$ cat config.mk
export PLATFORM = sky130hd
export DESIGN_NAME = ppb_router
export DESIGN_NICKNAME = d
export VERILOG_FILES = /design/src/rtl/ppb_pkg.sv /design/src/rtl/ppb_region_hit.sv /design/src/rtl/ppb_prio_pick.sv /design/src/rtl/ppb_route.sv /design/src/rtl/ppb_rsp_sel.sv /design/src/rtl/ppb_router.sv
export SDC_FILE = /design/constraint.sdc
export NUM_CORES = 1
export LEC_CHECK = 0
export BUFFER_PORTS_ARGS = -buffer_cell sky130_fd_sc_hd__buf_4
export CAP_MARGIN = 10
export CELL_PAD_IN_SITES_DETAIL_PLACEMENT = 0
export CELL_PAD_IN_SITES_GLOBAL_PLACEMENT = 1
export CORE_AREA = 2 2 203 205
export DETAILED_ROUTE_END_ITERATION = 10
export DIE_AREA = 0 0 205 207
export HOLD_SLACK_MARGIN = 0.02
export PLACE_DENSITY_LB_ADDON = 0.15
export SLEW_MARGIN = 30
export SYNTH_ARGS = -nofsm -noshare
export SYNTH_HDL_FRONTEND = slang
export SYNTH_SLANG_ARGS = --single-unit
$ cat constraint.sdc
create_clock -name clk -period 10 [get_ports clk]
set_clock_uncertainty 0.05 [all_clocks]
set_input_delay 2 -clock clk [delete_from_list [all_inputs] [get_ports clk]]
set_output_delay 2 -clock clk [all_outputs]
set_load 0.02 [all_outputs]
$ cat src/rtl/ppb_pkg.sv
package ppb_pkg;
  localparam int NUM_TGT = 4;
  localparam logic [1:0] TGT_SYS     = 2'd0;
  localparam logic [1:0] TGT_TICK_NS = 2'd1;
  localparam logic [1:0] TGT_TICK_S  = 2'd2;
  localparam logic [1:0] TGT_ERREC   = 2'd3;

  localparam int NUM_RGN = 6;
  typedef enum logic [2:0] {
    RG_DFLT  = 3'd0,
    RG_SYS   = 3'd1,
    RG_TICK  = 3'd2,
    RG_ERREC = 3'd3,
    RG_ASYS  = 3'd4,
    RG_ATICK = 3'd5
  } rgn_e;

  typedef enum logic [1:0] {
    ACT_FWD   = 2'd0,
    ACT_RAZ   = 2'd1,
    ACT_FAULT = 2'd2
  } act_e;

  typedef struct packed {
    act_e        act;
    logic [1:0]  tgt;
    logic [11:0] off;
    logic        sec;
  } route_t;

  // Overlap priority: the larger number wins.
  function automatic int rgn_prio(int r);
    case (r)
      0:       return -1;
      1, 4:    return 0;
      default: return 1;
    endcase
  endfunction
endpackage

$ cat src/rtl/ppb_region_hit.sv
module ppb_region_hit
  import ppb_pkg::*;
#(
  parameter int          AW        = 32,
  parameter int          WIN_AW    = 20,
  parameter int          PAGE_AW   = 12,
  parameter logic [31:0] WIN_BASE  = 32'hE000_0000,
  parameter int          SYS_PAGE  = 'h0E,
  parameter int          ALIAS_PG  = 'h2E,
  parameter int          EREC_PAGE = 'h05,
  parameter int          TICK_LO   = 'h010,
  parameter int          TICK_LEN  = 'h0E0,
  parameter bit          SEC_EN    = 1'b1,
  parameter bit          ERR_EN    = 1'b1
) (
  input  logic [AW-1:0]      addr,
  output logic [NUM_RGN-1:0] hit
);
  localparam int PG_W = WIN_AW - PAGE_AW;
  localparam logic [PAGE_AW-1:0] T_LO = PAGE_AW'(TICK_LO);
  localparam logic [PAGE_AW-1:0] T_HI = PAGE_AW'(TICK_LO + TICK_LEN);

  logic            in_win;
  logic [PG_W-1:0] page;
  logic [PAGE_AW-1:0] low;
  logic            in_tick;
  logic            pg_sys, pg_alias, pg_erec;

  always_comb begin
    in_win   = (addr[AW-1:WIN_AW] == WIN_BASE[AW-1:WIN_AW]);
    page     = addr[WIN_AW-1:PAGE_AW];
    low      = addr[PAGE_AW-1:0];
    in_tick  = (low >= T_LO) && (low < T_HI);
    pg_sys   = in_win && (page == PG_W'(SYS_PAGE));
    pg_alias = in_win && (page == PG_W'(ALIAS_PG)) && SEC_EN;
    pg_erec  = in_win && (page == PG_W'(EREC_PAGE)) && ERR_EN;
    hit             = '0;
    hit[RG_DFLT]    = in_win;
    hit[RG_SYS]     = pg_sys;
    hit[RG_TICK]    = pg_sys && in_tick;
    hit[RG_ERREC]   = pg_erec;
    hit[RG_ASYS]    = pg_alias;
    hit[RG_ATICK]   = pg_alias && in_tick;
  end
endmodule

$ cat src/rtl/ppb_prio_pick.sv
module ppb_prio_pick
  import ppb_pkg::*;
#(
  parameter int NR = NUM_RGN
) (
  input  logic [NR-1:0] hit,
  output rgn_e          sel,
  output logic          any
);
  int best;
  always_comb begin
    sel  = RG_DFLT;
    any  = 1'b0;
    best = -2;
    for (int r = 0; r < NR; r++) begin
      if (hit[r] && (rgn_prio(r) > best)) begin
        best = rgn_prio(r);
        sel  = rgn_e'(3'(r));
        any  = 1'b1;
      end
    end
  end
endmodule

$ cat src/rtl/ppb_route.sv
module ppb_route
  import ppb_pkg::*;
#(
  parameter int PAGE_AW  = 12,
  parameter int TICK_LO  = 'h010,
  parameter bit SEC_EN   = 1'b1
) (
  input  logic               any,
  input  rgn_e               sel,
  input  logic [3:0]         size,
  input  logic               secure,
  input  logic               user,
  input  logic [PAGE_AW-1:0] low,
  output route_t             rt
);
  localparam logic [PAGE_AW-1:0] T_LO = PAGE_AW'(TICK_LO);

  logic size_ok;
  logic unclaimed;

  always_comb begin
    size_ok   = (size != 4'd0) && (size <= 4'd8);
    unclaimed = 1'b0;
    rt        = '{act: ACT_FAULT, tgt: TGT_SYS, off: '0, sec: 1'b0};
    if (any && size_ok) begin
      case (sel)
        RG_SYS: begin
          rt = '{act: ACT_FWD, tgt: TGT_SYS, off: 12'(low), sec: secure};
        end
        RG_TICK: begin
          rt = '{act: ACT_FWD, tgt: (SEC_EN && secure) ? TGT_TICK_S : TGT_TICK_NS,
                 off: 12'(low - T_LO), sec: secure};
        end
        RG_ERREC: begin
          rt = '{act: ACT_FWD, tgt: TGT_ERREC, off: 12'(low), sec: secure};
        end
        RG_ASYS: begin
          if (secure) rt = '{act: ACT_FWD, tgt: TGT_SYS, off: 12'(low), sec: 1'b0};
          else        unclaimed = 1'b1;
        end
        RG_ATICK: begin
          if (secure) rt = '{act: ACT_FWD, tgt: TGT_TICK_NS, off: 12'(low - T_LO), sec: 1'b0};
          else        unclaimed = 1'b1;
        end
        default: unclaimed = 1'b1;
      endcase
      if (unclaimed) rt.act = user ? ACT_FAULT : ACT_RAZ;
    end
  end
endmodule

$ cat src/rtl/ppb_rsp_sel.sv
module ppb_rsp_sel
  import ppb_pkg::*;
#(
  parameter int DW = 64
) (
  input  act_e                 act,
  input  logic [1:0]           idx,
  input  logic                 write,
  input  logic [NUM_TGT*DW-1:0] tgt_rdata,
  input  logic [NUM_TGT-1:0]   tgt_err,
  output logic [DW-1:0]        rdata,
  output logic                 err
);
  always_comb begin
    rdata = '0;
    err   = 1'b0;
    case (act)
      ACT_FWD: begin
        err = tgt_err[idx];
        if (!write && !err) rdata = tgt_rdata[idx*DW +: DW];
      end
      ACT_FAULT: err = 1'b1;
      default: ;
    endcase
  end
endmodule

$ cat src/rtl/ppb_router.sv
module ppb_router
  import ppb_pkg::*;
#(
  parameter int          AW        = 32,
  parameter int          DW        = 64,
  parameter int          WIN_AW    = 20,
  parameter int          PAGE_AW   = 12,
  parameter logic [31:0] WIN_BASE  = 32'hE000_0000,
  parameter int          SYS_PAGE  = 'h0E,
  parameter int          ALIAS_PG  = 'h2E,
  parameter int          EREC_PAGE = 'h05,
  parameter int          TICK_LO   = 'h010,
  parameter int          TICK_LEN  = 'h0E0,
  parameter bit          SEC_EN    = 1'b1,
  parameter bit          ERR_EN    = 1'b1
) (
  input  logic                  clk,
  input  logic                  rst,
  input  logic                  req_valid,
  input  logic [AW-1:0]         req_addr,
  input  logic [3:0]            req_size,
  input  logic                  req_write,
  input  logic [DW-1:0]         req_wdata,
  input  logic                  req_secure,
  input  logic                  req_user,
  output logic [NUM_TGT-1:0]    tgt_valid,
  output logic [PAGE_AW-1:0]    tgt_addr,
  output logic [3:0]            tgt_size,
  output logic                  tgt_write,
  output logic [DW-1:0]         tgt_wdata,
  output logic                  tgt_secure,
  output logic                  tgt_user,
  input  logic [NUM_TGT*DW-1:0] tgt_rdata,
  input  logic [NUM_TGT-1:0]    tgt_err,
  output logic                  rsp_valid,
  output logic [DW-1:0]         rsp_rdata,
  output logic                  rsp_err
);
  logic [NUM_RGN-1:0] hit;
  rgn_e               sel;
  logic               any;
  route_t             rt;
  logic [DW-1:0]      nxt_rdata;
  logic               nxt_err;

  ppb_region_hit #(
    .AW(AW), .WIN_AW(WIN_AW), .PAGE_AW(PAGE_AW), .WIN_BASE(WIN_BASE),
    .SYS_PAGE(SYS_PAGE), .ALIAS_PG(ALIAS_PG), .EREC_PAGE(EREC_PAGE),
    .TICK_LO(TICK_LO), .TICK_LEN(TICK_LEN), .SEC_EN(SEC_EN), .ERR_EN(ERR_EN)
  ) u_hit (
    .addr(req_addr),
    .hit (hit)
  );

  ppb_prio_pick #(.NR(NUM_RGN)) u_pick (
    .hit(hit),
    .sel(sel),
    .any(any)
  );

  ppb_route #(.PAGE_AW(PAGE_AW), .TICK_LO(TICK_LO), .SEC_EN(SEC_EN)) u_route (
    .any   (any),
    .sel   (sel),
    .size  (req_size),
    .secure(req_secure),
    .user  (req_user),
    .low   (req_addr[PAGE_AW-1:0]),
    .rt    (rt)
  );

  for (genvar k = 0; k < NUM_TGT; k++) begin : g_strobe
    assign tgt_valid[k] = req_valid && (rt.act == ACT_FWD) && (rt.tgt == 2'(k));
  end

  assign tgt_addr   = PAGE_AW'(rt.off);
  assign tgt_size   = req_size;
  assign tgt_write  = req_write;
  assign tgt_wdata  = req_wdata;
  assign tgt_secure = rt.sec;
  assign tgt_user   = req_user;

  ppb_rsp_sel #(.DW(DW)) u_rsp (
    .act      (rt.act),
    .idx      (rt.tgt),
    .write    (req_write),
    .tgt_rdata(tgt_rdata),
    .tgt_err  (tgt_err),
    .rdata    (nxt_rdata),
    .err      (nxt_err)
  );

  always_ff @(posedge clk) begin
    if (rst) begin
      rsp_valid <= 1'b0;
      rsp_rdata <= '0;
      rsp_err   <= 1'b0;
    end else begin
      rsp_valid <= req_valid;
      rsp_rdata <= req_valid ? nxt_rdata : '0;
      rsp_err   <= req_valid && nxt_err;
    end
  end
endmodule

==> flow_metrics.py <==
metrics = {
    "status": {
        "status": "finished, final reports clean",
    },
    "sta": {
        "slew_violations": 0,
        "setup_tns_ns": 0,
        "rsz0062_at_grt": "false",
        "setup-violations-final": 0,
        "slew_headroom": 0.398,
        "worst-slew-pin-transition_ns": 0.904,
        "hold_violations": 0,
        "fmax_mhz": 151,
        "period_minus_slack_ns": 6.61,
        "period_share": 0.661,
    },
    "global_route": {
        "grt_pass1_wl_um": 35200,
        "grt_pass1_vias": 5516,
        "grt_overflow_total": 0,
        "grt_max_degree": 69,
        "antenna_found_initial": 2,
        "grtUsageTotal": 0.113,
    },
    "floorplan": {
        "core_sq_um": 40400,
        "ios": 519,
        "die_h_um": 207,
        "initial_core_util": 0.121,
        "die_w_um": 205,
        "num_rows": 74,
        "die-area_sq_um": 42400,
    },
    "clock_network": {
        "numCtsBuffers": 9,
        "clockRootBuffer": "clkbuf_16",
        "cts_tree": "done",
        "htreeDepth": 3,
        "postCtsHoldBufs": 0,
        "clock-sinks": 66,
        "cts_buffer_depth": 2,
        "clkTransAtPathRegs_ns": 0.06,
        "ctsResizeCount": 0,
        "cts_setup_buffers": 0,
    },
    "power_and_ir_drop": {
        "peakVddDrop_mv": 0.0706,
        "power_frac_comb": 0.186,
        "p_sw_frac": 0.245,
        "leakagePower_nw": 3.78,
        "clock_power_share": 0.450,
        "switchingPower_mw": 0.177,
        "p_seq_frac": 0.363,
        "power_density_nw_per_um2": 89.5,
        "power_mw": 0.725,
        "p_int_mw": 0.547,
    },
    "worst_setup_path": {
        "start_kind": "input port",
        "slowest_stage": "or2_4",
        "crit_cells": 8,
        "crit_path_max_incr_delay_ns": 0.58,
        "critical_path_class": "in -> out",
        "crit_chain": "buf_4 -> or4_4 -> a31oi_2 -> nand3_1 -> a211oi_2 -> or2_4 -> nor3b_1 -> buf_4",
        "crit_family": "simple AND/OR/NAND/NOR gates",
        "crit_top_cell": "buf_4",
        "crit_arrival_ns": 4.56,
        "crit_path_end_kind": "output pin",
        "crit_buf_inv": 2,
        "path_max_fanout": 36,
        "worstPathRequired_ns": 7.95,
    },
    "job": {
        "maxCapViolCount": 0,
    },
    "placed_design": {
        "dp_hpwl_um": 19200,
        "finalWeightedCongestion": 0.746,
        "io_buffers": 390,
    },
    "route": {
        "viasPerCell": 3.89,
        "drc": 0,
        "detail_route.first_pass.iterations": 4,
        "postRouteAntennaNets": 0,
        "vias": 5136,
        "wirelength_um": 24800,
        "routedWlPerCell_um": 18.8,
        "drt-initial-drc-count": 176,
    },
    "final_layout": {
        "fin_nets": 1152,
        "final.fill_count": 4522,
        "area_growth_pct": 66.1,
        "drive_gt1_frac": 0.619,
        "utilization": 0.201,
    },
    "synth": {
        "syn_nets": 855,
        "synth_seq_cells": 66,
        "synth-edff-count": 0,
        "yosysWarnings": 0,
        "synthDistinctLibCells": 53,
        "synth_flop_cell": "dfxtp_1",
        "avgSynthCellArea_sq_um": 10.0,
        "synth_seq_area_share": 0.271,
        "async_flop_share": 0,
        "synth_area_sq_um": 4880,
        "netlist_instances": 486,
    },
    "min_path": {
        "holdPathStages": 2,
        "hold_class": "in -> reg",
    },
}
-- power groups by stage --
stage | combinational [mW] | clock [mW] | sequential, mW
2_1_floorplan | 0.0716 | 0 | 0.270
3_3_place_gp | 0.137 | 0 | 0.269
3_5_place_dp | 0.137 | 0 | 0.269
4_1_cts | 0.137 | 0.352 | 0.263
5_1_grt | 0.147 | 0.355 | 0.263
6_report | 0.135 | 0.326 | 0.263
-- metal layers --
| layer | share of wire | track usage | vias to the layer above |
|---|---|---|---|
| met2 | 0.51 | 0.203 | 277 |
| met1 | 0.36 | 0.113 | 2359 |
| met5 | 0 | 0 | - |
| met3 | 0.093 | 0.0411 | 66 |
| met4 | 0.042 | 0.0628 | 0 |
| li1 | - | - | 2434 |
-- cells in the mapped netlist, types with 2 or more instances --
library cell | n | area [sq um]
buf_4 | 72 | 541
dfxtp_1 | 66 | 1320
a221oi_1 | 64 | 561
mux2i_1 | 64 | 641
a211oi_2 | 61 | 763
clkbuf_1 | 23 | 86.3
a21oi_1 | 12 | 60.1
nor2_1 | 12 | 45.0
nor3_1 | 10 | 50.1
buf_2 | 9 | 45.0
buf_6 | 7 | 78.8
nand2b_1 | 7 | 43.8
and2_1 | 6 | 37.5
nand3_1 | 6 | 30.0
a211oi_1 | 5 | 37.5
nand2_1 | 5 | 18.8
or3_1 | 5 | 31.3
inv_1 | 4 | 15.0
nor2b_1 | 4 | 25.0
nor3b_1 | 4 | 30.0
ha_1 | 3 | 37.5
o21ai_0 | 3 | 15.0
nand3b_1 | 2 | 15.0
nor4_4 | 2 | 42.5
o21bai_1 | 2 | 15.0
-- kinds of logic after synthesis --
group / after synthesis / share of synthesized area
muxes: 64 / 0.131
DFF: 66 / 0.271
and+or+nand+nor: 74 / 0.0978
buffers and inverters: 116 / 0.158
adders and majority gates: 3 / 0.00770
AOI/OAI and AO/OA: 162 / 0.333
xor gates and xnor gates: 1 / 0.00180
-- per-stage QoR --
step	instances	cell area [sq um]	worst slack [ns]	hold slack (ns)
2_1_floorplan	486	4880	3.55	2.03
5_1_grt	1322	8100	3.11	1.73
6_report	1322	8100	3.39	1.75
3_5_place_dp	1303	7780	3.38	2.13
4_1_cts	1319	8070	3.36	1.71
3_3_place_gp	1303	7780	3.38	2.13
-- flip-flops by register name (all words and copies together) (netlist names) --
name and cells:
rsp_err 1, rsp_rdata 64, rsp_valid 1
-- placed cells by master (no fill, tap or decap), types with 2 or more instances in the layout --
cell type and count:
a211oi_1 4, a211oi_2 61, a211oi_4 2, a21oi_1 12, a221oi_1 64, and2_1 6, buf_4 396, clkbuf_16 9
clkinv_2 4, dfxtp_1 66, diode_2 2, ha_1 3, inv_1 4, mux2i_1 64, nand2_1 5, nand2b_1 7
nand3_1 6, nand3b_1 2, nor2_1 12, nor2b_1 4, nor3_1 10, nor3b_1 4, nor4_4 2, o21ai_0 3
o21bai_1 2, or3_1 5
-- final cells by class --
| class | instances | area, sq um | area share |
|---|---|---|---|
| well taps | 532 | 666 | 0.0822 |
| repair buffers | 398 | 3000 | 0.371 |
| clock inverters | 6 | 57.6 | 0.00711 |
| inverters | 4 | 15.0 | 0.00185 |
| multi-input cells | 304 | 2800 | 0.346 |
| diodes | 2 | 5.00 | 0.000618 |
| flip-flops and latches | 66 | 1320 | 0.163 |
| clock buffers | 10 | 229 | 0.0283 |
-- path summary, 6_finish.rpt --
check	startpoint	endpoint
setup / recovery	req_addr[10]	tgt_valid[1]
hold / removal	rst	rsp_valid
Power figures use the tool's default switching activity.
